**src/rtl/tpm_pkg.sv**
```systemverilog
package tpm_pkg;
  typedef enum logic [1:0] {S_IDLE, S_PICK, S_BUS, S_GAP} seq_state_e;
  typedef enum logic [2:0] {PH_MUX, PH_SEL, PH_ENA, PH_VLD, PH_VOLT} bus_phase_e;
endpackage

```
**src/rtl/tpm_timebase.sv**
```systemverilog
module tpm_timebase #(
  parameter int PRE_W = 8,
  parameter int CW    = 10
) (
  input  logic          clk,
  input  logic          rst,
  input  logic [CW-1:0] cfg_unit,
  input  logic [CW-1:0] cfg_round,
  output logic          round_tick
);
  logic [PRE_W-1:0] pre;
  logic [CW-1:0]    ucnt, rcnt;
  logic             utick;

  assign utick = (&pre) && (cfg_unit != '0) && (ucnt >= cfg_unit - 1'b1);

  always_ff @(posedge clk) begin
    if (rst) begin
      pre        <= '0;
      ucnt       <= '0;
      rcnt       <= '0;
      round_tick <= 1'b0;
    end else begin
      pre        <= pre + 1'b1;
      round_tick <= 1'b0;
      if (&pre) begin
        if (utick)               ucnt <= '0;
        else if (cfg_unit != '0) ucnt <= ucnt + 1'b1;
      end
      if (utick && cfg_round != '0) begin
        if (rcnt >= cfg_round - 1'b1) begin
          rcnt       <= '0;
          round_tick <= 1'b1;
        end else begin
          rcnt <= rcnt + 1'b1;
        end
      end
    end
  end
endmodule

```
**src/rtl/tpm_seq.sv**
```systemverilog
module tpm_seq
  import tpm_pkg::*;
#(
  parameter int NPTS = 4,
  parameter int AW   = 32,
  parameter int DW   = 32,
  parameter int RW   = 12,
  parameter int GW   = 16,
  parameter int TW   = 32,
  parameter int IW   = 2
) (
  input  logic                     clk,
  input  logic                     rst,
  input  logic                     go,
  input  logic [NPTS-1:0]          cfg_en_mask,
  input  logic [1:0]               cfg_wr_ctl,
  input  logic [AW-1:0]            cfg_mux_addr,
  input  logic [DW-1:0]            cfg_mux_val,
  input  logic [AW-1:0]            cfg_sel_addr,
  input  logic [NPTS-1:0][DW-1:0]  cfg_sel_val,
  input  logic [AW-1:0]            cfg_en_addr,
  input  logic [DW-1:0]            cfg_en_val,
  input  logic [AW-1:0]            cfg_vld_addr,
  input  logic [AW-1:0]            cfg_volt_addr,
  input  logic                     cfg_split,
  input  logic [4:0]               cfg_vld_pos,
  input  logic                     cfg_vld_high,
  input  logic [4:0]               cfg_shift,
  input  logic [GW-1:0]            cfg_gap,
  input  logic [TW-1:0]            cfg_limit,
  output logic                     m_req,
  output logic                     m_we,
  output logic [AW-1:0]            m_addr,
  output logic [DW-1:0]            m_wdata,
  input  logic                     m_ack,
  input  logic [DW-1:0]            m_rdata,
  output logic                     st_we,
  output logic [IW-1:0]            st_idx,
  output logic [RW-1:0]            st_val,
  output logic                     irq
);
  localparam int IW1 = IW + 1;

  seq_state_e     state;
  bus_phase_e     ph, first_ph, after_mux;
  logic [IW1-1:0] scan;
  logic [IW-1:0]  cur, pidx;
  logic           found, pend, valid;
  logic [TW-1:0]  fails;
  logic [GW-1:0]  gcnt;
  logic [DW-1:0]  shifted;

  // lowest enabled point at or above the scan position
  always_comb begin
    found = 1'b0;
    pidx  = '0;
    for (int i = NPTS - 1; i >= 0; i--) begin
      if (cfg_en_mask[i] && IW1'(i) >= scan) begin
        found = 1'b1;
        pidx  = IW'(i);
      end
    end
  end

  assign first_ph  = cfg_wr_ctl[1] ? PH_MUX : (cfg_wr_ctl[0] ? PH_SEL : PH_ENA);
  assign after_mux = cfg_wr_ctl[0] ? PH_SEL : PH_ENA;
  assign valid     = (m_rdata[cfg_vld_pos] == cfg_vld_high);
  assign shifted   = m_rdata >> cfg_shift;

  // bus fields follow the registered phase; configuration is static
  always_comb begin
    m_we    = 1'b0;
    m_addr  = cfg_vld_addr;
    m_wdata = '0;
    unique case (ph)
      PH_MUX:  begin m_we = 1'b1; m_addr = cfg_mux_addr; m_wdata = cfg_mux_val;      end
      PH_SEL:  begin m_we = 1'b1; m_addr = cfg_sel_addr; m_wdata = cfg_sel_val[cur]; end
      PH_ENA:  begin m_we = 1'b1; m_addr = cfg_en_addr;  m_wdata = cfg_en_val;       end
      PH_VOLT: m_addr = cfg_volt_addr;
      default: m_addr = cfg_vld_addr;
    endcase
  end

  always_ff @(posedge clk) begin
    if (rst) begin
      state <= S_IDLE;
      ph    <= PH_VLD;
      scan  <= '0;
      cur   <= '0;
      pend  <= 1'b0;
      fails <= '0;
      gcnt  <= '0;
      m_req <= 1'b0;
      st_we <= 1'b0;
      st_idx <= '0;
      st_val <= '0;
      irq   <= 1'b0;
    end else begin
      st_we <= 1'b0;
      irq   <= 1'b0;
      if (go && state != S_IDLE) pend <= 1'b1;
      unique case (state)
        S_IDLE: if (go || pend) begin
          pend  <= 1'b0;
          scan  <= '0;
          state <= S_PICK;
        end
        S_PICK: if (found) begin
          cur   <= pidx;
          scan  <= IW1'(pidx) + 1'b1;
          fails <= '0;
          ph    <= first_ph;
          m_req <= 1'b1;
          state <= S_BUS;
        end else begin
          state <= S_IDLE;
        end
        S_BUS: if (m_ack) begin
          m_req <= 1'b0;
          unique case (ph)
            PH_MUX: begin ph <= after_mux; m_req <= 1'b1; end
            PH_SEL: begin ph <= PH_ENA;    m_req <= 1'b1; end
            PH_ENA: begin ph <= PH_VLD;    m_req <= 1'b1; end
            PH_VLD: begin
              if (valid) begin
                if (cfg_split) begin
                  ph    <= PH_VOLT;
                  m_req <= 1'b1;
                end else begin
                  st_we  <= 1'b1;
                  st_idx <= cur;
                  st_val <= shifted[RW-1:0];
                  state  <= S_PICK;
                end
              end else if (fails + 1'b1 >= cfg_limit) begin
                irq   <= 1'b1;
                state <= S_PICK;
              end else begin
                fails <= fails + 1'b1;
                gcnt  <= '0;
                state <= S_GAP;
              end
            end
            default: begin
              st_we  <= 1'b1;
              st_idx <= cur;
              st_val <= shifted[RW-1:0];
              state  <= S_PICK;
            end
          endcase
        end
        default: begin
          if (gcnt >= cfg_gap) begin
            ph    <= PH_VLD;
            m_req <= 1'b1;
            state <= S_BUS;
          end else begin
            gcnt <= gcnt + 1'b1;
          end
        end
      endcase
    end
  end
endmodule

```
**src/rtl/tpm_results.sv**
```systemverilog
module tpm_results #(
  parameter int NPTS = 4,
  parameter int RW   = 12,
  parameter int IW   = 2
) (
  input  logic            clk,
  input  logic            rst,
  input  logic            st_we,
  input  logic [IW-1:0]   st_idx,
  input  logic [RW-1:0]   st_val,
  input  logic            rd_en,
  input  logic [IW-1:0]   rd_idx,
  output logic [RW-1:0]   rd_data,
  output logic [NPTS-1:0] upd_flags
);
  logic [RW-1:0] res [NPTS];

  always_ff @(posedge clk) begin
    if (rst) begin
      for (int i = 0; i < NPTS; i++) res[i] <= '0;
      rd_data   <= '0;
      upd_flags <= '0;
    end else begin
      if (rd_en) begin
        rd_data           <= res[rd_idx];
        upd_flags[rd_idx] <= 1'b0;
      end
      if (st_we) begin
        res[st_idx]       <= st_val;
        upd_flags[st_idx] <= 1'b1;
      end
    end
  end
endmodule

```
**src/rtl/tpm_poller.sv**
```systemverilog
module tpm_poller #(
  parameter int NPTS  = 4,
  parameter int AW    = 32,
  parameter int DW    = 32,
  parameter int PRE_W = 8,
  parameter int CW    = 10,
  parameter int GW    = 16,
  parameter int TW    = 32,
  localparam int RW   = 12,
  localparam int IW   = (NPTS > 1) ? $clog2(NPTS) : 1
) (
  input  logic                     clk,
  input  logic                     rst,
  input  logic [CW-1:0]            cfg_unit,
  input  logic [CW-1:0]            cfg_round,
  input  logic [NPTS-1:0]          cfg_en_mask,
  input  logic [1:0]               cfg_wr_ctl,
  input  logic [AW-1:0]            cfg_mux_addr,
  input  logic [DW-1:0]            cfg_mux_val,
  input  logic [AW-1:0]            cfg_sel_addr,
  input  logic [NPTS-1:0][DW-1:0]  cfg_sel_val,
  input  logic [AW-1:0]            cfg_en_addr,
  input  logic [DW-1:0]            cfg_en_val,
  input  logic [AW-1:0]            cfg_vld_addr,
  input  logic [AW-1:0]            cfg_volt_addr,
  input  logic                     cfg_split,
  input  logic [4:0]               cfg_vld_pos,
  input  logic                     cfg_vld_high,
  input  logic [4:0]               cfg_shift,
  input  logic [GW-1:0]            cfg_gap,
  input  logic [TW-1:0]            cfg_limit,
  output logic                     m_req,
  output logic                     m_we,
  output logic [AW-1:0]            m_addr,
  output logic [DW-1:0]            m_wdata,
  input  logic                     m_ack,
  input  logic [DW-1:0]            m_rdata,
  output logic                     irq_timeout,
  input  logic                     rd_en,
  input  logic [IW-1:0]            rd_idx,
  output logic [RW-1:0]            rd_data,
  output logic [NPTS-1:0]          upd_flags
);
  logic          round_tick, st_we;
  logic [IW-1:0] st_idx;
  logic [RW-1:0] st_val;

  tpm_timebase #(.PRE_W(PRE_W), .CW(CW)) u_tb (
    .clk(clk), .rst(rst), .cfg_unit(cfg_unit), .cfg_round(cfg_round),
    .round_tick(round_tick));

  tpm_seq #(.NPTS(NPTS), .AW(AW), .DW(DW), .RW(RW), .GW(GW), .TW(TW), .IW(IW)) u_seq (
    .clk(clk), .rst(rst), .go(round_tick),
    .cfg_en_mask(cfg_en_mask), .cfg_wr_ctl(cfg_wr_ctl),
    .cfg_mux_addr(cfg_mux_addr), .cfg_mux_val(cfg_mux_val),
    .cfg_sel_addr(cfg_sel_addr), .cfg_sel_val(cfg_sel_val),
    .cfg_en_addr(cfg_en_addr), .cfg_en_val(cfg_en_val),
    .cfg_vld_addr(cfg_vld_addr), .cfg_volt_addr(cfg_volt_addr),
    .cfg_split(cfg_split), .cfg_vld_pos(cfg_vld_pos), .cfg_vld_high(cfg_vld_high),
    .cfg_shift(cfg_shift), .cfg_gap(cfg_gap), .cfg_limit(cfg_limit),
    .m_req(m_req), .m_we(m_we), .m_addr(m_addr), .m_wdata(m_wdata),
    .m_ack(m_ack), .m_rdata(m_rdata),
    .st_we(st_we), .st_idx(st_idx), .st_val(st_val), .irq(irq_timeout));

  tpm_results #(.NPTS(NPTS), .RW(RW), .IW(IW)) u_res (
    .clk(clk), .rst(rst), .st_we(st_we), .st_idx(st_idx), .st_val(st_val),
    .rd_en(rd_en), .rd_idx(rd_idx), .rd_data(rd_data), .upd_flags(upd_flags));
endmodule

```
**config.mk**
```make
export PLATFORM = sky130hd
export DESIGN_NAME = tpm_poller
export DESIGN_NICKNAME = d
export VERILOG_FILES = /design/src/rtl/tpm_pkg.sv /design/src/rtl/tpm_timebase.sv /design/src/rtl/tpm_seq.sv /design/src/rtl/tpm_results.sv /design/src/rtl/tpm_poller.sv
export SDC_FILE = /design/constraint.sdc
export NUM_CORES = 1
export LEC_CHECK = 0
export BUFFER_PORTS_ARGS = -buffer_cell sky130_fd_sc_hd__buf_2
export CAP_MARGIN = 20
export CORE_AREA = 4 4 217 219
export DETAILED_ROUTE_END_ITERATION = 10
export DIE_AREA = 0 0 221 223
export PLACE_DENSITY = 0.54
export SETUP_SLACK_MARGIN = 0.1
export SLEW_MARGIN = 20
export SYNTH_ARGS = -nofsm -noshare
export SYNTH_HDL_FRONTEND = slang
export SYNTH_SLANG_ARGS = --single-unit
```
**constraint.sdc**
```tcl
create_clock -name clk -period 6.1 [get_ports clk]
set_input_delay 0.915 -clock clk [delete_from_list [all_inputs] [get_ports clk]]
set_output_delay 0.915 -clock clk [all_outputs]
set_load 0.02 [all_outputs]
```
[Word-level counts from Yosys, hierarchy flattened]
Memory sizes are Yosys's and may differ from the RTL's. A register that Yosys moved wholly into a read port is not among the register bits.
Cells that the tools add are included.
Operators by class
  add/sub/neg operators: 8
  muxes and demuxes: 87
  eq/ne operators: 21
  reductions and logical operators: 37
  order comparisons: 14
  bitwise gates (word level): 10
  shift-type cells: 1
Operator list (count)
  2-to-1 mux 32 bit: 6
  case mux 32 bit (4 select lines): 1
  case mux 32 bit (3 select lines): 1
  2-to-1 mux 16 bit: 5
  binary-select mux 32 bit (select 2 bit): 1
  case mux 32 bit (2 select lines): 1
  2-to-1 mux 12 bit: 3
  adder 32 x 1 -> 32 bit, second input constant: 1
  >= comparator 32 bit: 1
  case mux 16 bit (2 select lines): 1
  >> shifter 32 x 5 -> 12 bit: 1
  2-to-1 mux 10 bit: 3
  2-to-1 mux 2 bit: 15
  2-to-1 mux 1 bit: 26
  2-to-1 mux 3 bit: 8
  case mux 12 bit (2 select lines): 1
  adder 10 x 1 -> 10 bit, second input constant: 2
  >= comparator 10 bit: 2
  nonzero test 10 bit: 2
  subtractor 10 x 1 -> 10 bit, second input constant: 2
  adder 16 x 1 -> 16 bit, second input constant: 1
  >= comparator 16 bit: 1
  inequality test 2 bit, second input constant: 7
  2-to-1 mux 4 bit: 3
  50 further kinds: 83
Word-level totals
  memories kept: 1
  input bits: 476
  bits in registers: 109
  output and inout bits: 83
  memory bits (writable): 48
  word-level logic and storage cells: 196
Memory list
  u_res.res: depth 4, bits a word 12, read ports 1, clocked after memory_dff 1, wr ports 4, RTL line tpm_results.sv:16  | logic [RW-1:0] res [NPTS];

[Longest topological paths before layout]
  word-level depth: 10
  gate-level depth with buffers: 20
  mapped depth without buffers: 17

[Hierarchy]
From an unflattened synthesis, not the netlist that was laid out.
Second synthesis, totals
  cells, all modules: 1615
  area, all modules: 14266.2 µm²
Modules (own cells, without submodules)
  tpm_seq: area each 9460.3 µm², cells an instance 1172, instances 1
  tpm_results: area each 2733.9 µm², cells an instance 206, instances 1
  tpm_timebase: area each 2072.0 µm², cells an instance 237, instances 1

[Worst setup path after synthesis]
Ideal clock, no wire load.
  path kind: flip-flop to flip-flop
  start: register u_seq.fails[0]
  end: register u_seq.fails[29]
  slack: 1688 ps
  data required time: 6030 ps
  cell stages (with the launch flop): 20
  buffers on the path: 3
  data arrival time: 4342 ps
  setup time: 70 ps
  cells stage by stage: dfxtp_1 > ha_1 > nand3_4 > or4b_1 > buf_2 > nand2b_4 > or2_1 > buf_6 > nor2_1 > xor2_1 > ha_1 > a21oi_1 > nand2_1 > a221oi_1 > o311ai_0 > o21ai_1 > nand2_1 > clkbuf_1 > or4_1 > a21oi_1
On the way
  word-level cells in the longest chain between the ends: 6
  elaborated cells between the ends (all ways): 9
  those cells by class: 1 x add/sub; 1 x order compare; 1 x eq/ne; 5 x mux; 1 x reduce/logical
Ends and longest elaborated chain
  start: declaration: RTL line tpm_seq.sv:49  | logic [TW-1:0] fails;
  start signal: assignment: RTL line tpm_seq.sv:139  | fails <= fails + 1'b1;
  adder 32 x 1 -> 32 bit *: RTL line tpm_seq.sv:135, tpm_seq.sv:139
  parallel branches: the longest is 5 deep, another holds >= comparator 32 bit
Mark *: on every way between the ends. The select of a mux whose other input is x is not followed.
A chain may end at the register's enable or synchronous reset.

[Final worst setup path]
  start: register u_seq.fails[0]
  end: register u_seq.fails[4]
Same word-level chain as after synthesis.

==> impl_metrics.csv <==
group,metric,value,unit
sta,slew_violations,0,
clock_network,cts_tree,"built",
yosys,yosys.area.top_type,"dfxtp_1",
floorplanning,fp.dieW,221,um
sta,relSlewSlack,0.297,
floorplanning,fp.dieH,223,um
yosys,ys_async_sr_fraction,0,
floorplanning,dieArea,49300,um2
yosys,syn_nets,2239,
global_routing,grt_pass1_vias,14588,
cells_and_area,nFillCells,4696,
detailed_routing,vias,15049,
sta,timing.final.hold_violations,0,
sta,fmax,185,MHz
yosys,yosys_warnings,0,
yosys,synth_area,14100,um2
setup_path,cp_max_fo,33,
yosys,ys_types,62,
status,status,"complete, no violations",
global_routing,gr-usage-all-layers,0.252,
setup_path,endpoint_kind,"flop",
setup_path,crit_arrival,5.76,ns
sta,fin_crit_sh,0.888,
sta,fin_crit,5.41,ns
detailed_routing,drt-initial-drc-count,1365,
pwr,p_leak,0.00816,uW
detailed_routing,drt_wl_total,66200,um
detailed_routing,detail-route-antenna-nets,0,
setup_path,regToRegSetupSlack,0.69,ns
setup_path,worstSetupPathType,"reg2reg",
floorplanning,rows,78,
clock_network,cts_buffer_depth,2,
clock_network,clockRootBuffer,"clkbuf_16",
yosys,synth_most_common_cell,"nor2_1",
worst_hold_path,hold_path_class,"reg2reg",
worst_hold_path,holdCritStartpoint,"u_tb.pre[0]",
sta,setup_viol_count_final,0,
global_routing,grt_pass1_wl,94500,um
cells_and_area,syn2layout_area_growth,27.6,%
floorplanning,io_pins,559,
yosys,synth-seq-area-share,0.274,
setup_path,critPathLaunchType,"flop",
yosys,syn_inst,1683,
placement,hpwl,54700,um
detailed_routing,route.detailed.drc,0,
clock_network,cts_max_level,4,
floorplanning,coreArea,45100,um2
clock_network,numCtsBuffers,17,
setup_path,cp-startpoint,"u_seq.fails[0]",
job,drv_cap,0,
setup_path,crit_required,6.45,ns
clock_network,ctsHoldBuffers,0,
sta,tns,0,ns
clock_network,clock_latency,0.43,ns
yosys,ys_top_cells_by_count,"233 x nor2_1, 186 x a21oi_1, 121 x dfxtp_1",
sta,worstMarginPinSlew,1.05,ns
cells_and_area,fin_nets,2714,
cells_and_area,final_area,18000,um2
yosys,synth_area_per_cell,8.39,um2
sta,skew,0.0200,ns
detailed_routing,wl_met2,29500,um
sta,rsz0062_at_grt,"no",
detailed_routing,wire_per_inst,23.8,um
global_routing,grt-ovfl-total,0,
detailed_routing,viasPerCell,5.42,
clock_network,postCtsSetupBuffers,0,
yosys,synth_seq_cells,169,
cells_and_area,multi_input_area,9520,um2
detailed_routing,wl_met3,4480,um
detailed_routing,detail_route.first_pass.iterations,5,
placement,numPortBuffers,558,
cells_and_area,drive_gt1_frac,0.332,
detailed_routing,routedLengthMet1,29500,um
yosys,synth_edf_count,48,
clock_network,clkTransAtPathRegs,0.08,ns
detailed_routing,top_layer,"met5",
placement,placed_cell_area,17400,um2
global_routing,grt_max_degree,70,
setup_path,rr_startpoint,"u_seq.fails[0]",
placement,gp_congestion,1.03,
clock_network,ctsResizeCount,0,
yosys,ys.flop_type,"dfxtp_1",
yosys,synth_area_leaders,"dfxtp_1 17%, mux4_2 11%, edfxtp_1 10%",
clock_network,cts_sinks,169,
pwr,ir_worst_vdd,163,uV
yosys,synth.top_cell.area_share,0.172,
global_routing,antenna_found_initial,21,
floorplanning,start_util,0.313,
cells_and_area,ff_latch_area,3870,um2
pwr,powerDensity,220,nW/um2
final timing paths:
check / to / cells after the start
setup reg to reg: u_seq.fails[4] / 17
hold reg to reg: u_tb.pre[0] / 1
hold / removal: u_tb.pre[0] / 1
setup / recovery: u_seq.fails[4] / 17
final cells by class:
class / count / share of cell area
diodes: 7 / 0.000972
clock buffers: 18 / 0.0238
clock inverters: 14 / 0.00986
inverters: 78 / 0.0163
multi-input cells: 1312 / 0.528
flip-flops and latches: 169 / 0.215
well taps: 600 / 0.0417
repair buffers: 580 / 0.164
layer usage:
layer | GRT usage | up-vias
li1 | - | 7127
met1 | 0.352 | 7215
met2 | 0.392 | 631
met3 | 0.0437 | 70
met4 | 0.0912 | 6
met5 | 0 | -
cell usage in the layout, fill, tap and decap left out, types with 34 or more instances in the layout:
cell type  count
a21oi_1      186
dfxtp_1      116
nand2_1       78
ha_1          80
mux4_2        68
nor2_1       231
and2_1        53
mux2i_1       65
o21ai_0       71
buf_2        558
inv_1         76
xnor2_1       49
edfxtp_1      48
a221oi_1      34
nand3_1       48
sequential cells by signal, summed over array words and instances, names as in the netlist:
| register | cells |
|---|---|
| u_seq.st_we | 1 |
| u_seq.irq | 1 |
| u_seq.st_idx | 2 |
| u_tb.pre | 8 |
| u_seq.cur | 2 |
| u_res.rd_data | 12 |
| u_seq.pend | 1 |
| u_seq.m_req | 1 |
| u_seq.fails | 32 |
| u_seq.ph | 3 |
| u_seq.state | 2 |
| u_seq.st_val | 12 |
| u_tb.round_tick | 1 |
| u_seq.gcnt | 16 |
| u_res.res | 48 |
| u_res.upd_flags | 4 |
| u_tb.rcnt | 10 |
| u_tb.ucnt | 10 |
| u_seq.scan | 3 |
power by group:
part,switching [uW],internal (uW)
clock network,515,590
logic,1010,579
registers,77.6,1190
total,1600,2360
metrics by stage:
step,hold WS (ns),power (uW),util,worst slack [ns],cells
finish,0.454,3960,0.400,0.685,2778
global route,0.492,4140,0.399,0.253,2773
CTS,0.464,3970,0.399,0.697,2771
detailed placement,0.440,2860,0.385,0.751,2739
global placement,0.430,2850,0.385,0.910,2739
floorplan,0.418,2180,-,1.69,1683
cells by family (layout without fill, tap and decap cells):
logic type	count (synthesis)	count (layout)	synth area share
compound gates	429	429	0.186
flops	169	169	0.274
mux	145	145	0.164
other cells	0	7	0
xor+xnor	71	71	0.0440
simple gates	587	587	0.206
buf+inv	202	690	0.0548
fa+ha+maj	80	80	0.0709
critical path: stages (launching register included):
cell,delay (ns)
dfxtp_1,0.41
ha_1,0.28
nand3_4,0.12
or4b_1,0.68
nand2b_4,0.23
or2_1,0.37
nor2_1,0.24
xor2_1,0.18
ha_1,0.28
a21oi_1,0.15
nand2_1,0.07
a221oi_1,0.32
o311ai_0,0.20
o21ai_1,0.21
buf_4,0.18
nand2_1,0.54
or4_1,0.69
a31oi_1,0.19
No activity file was read; power rests on OpenSTA's default activity.
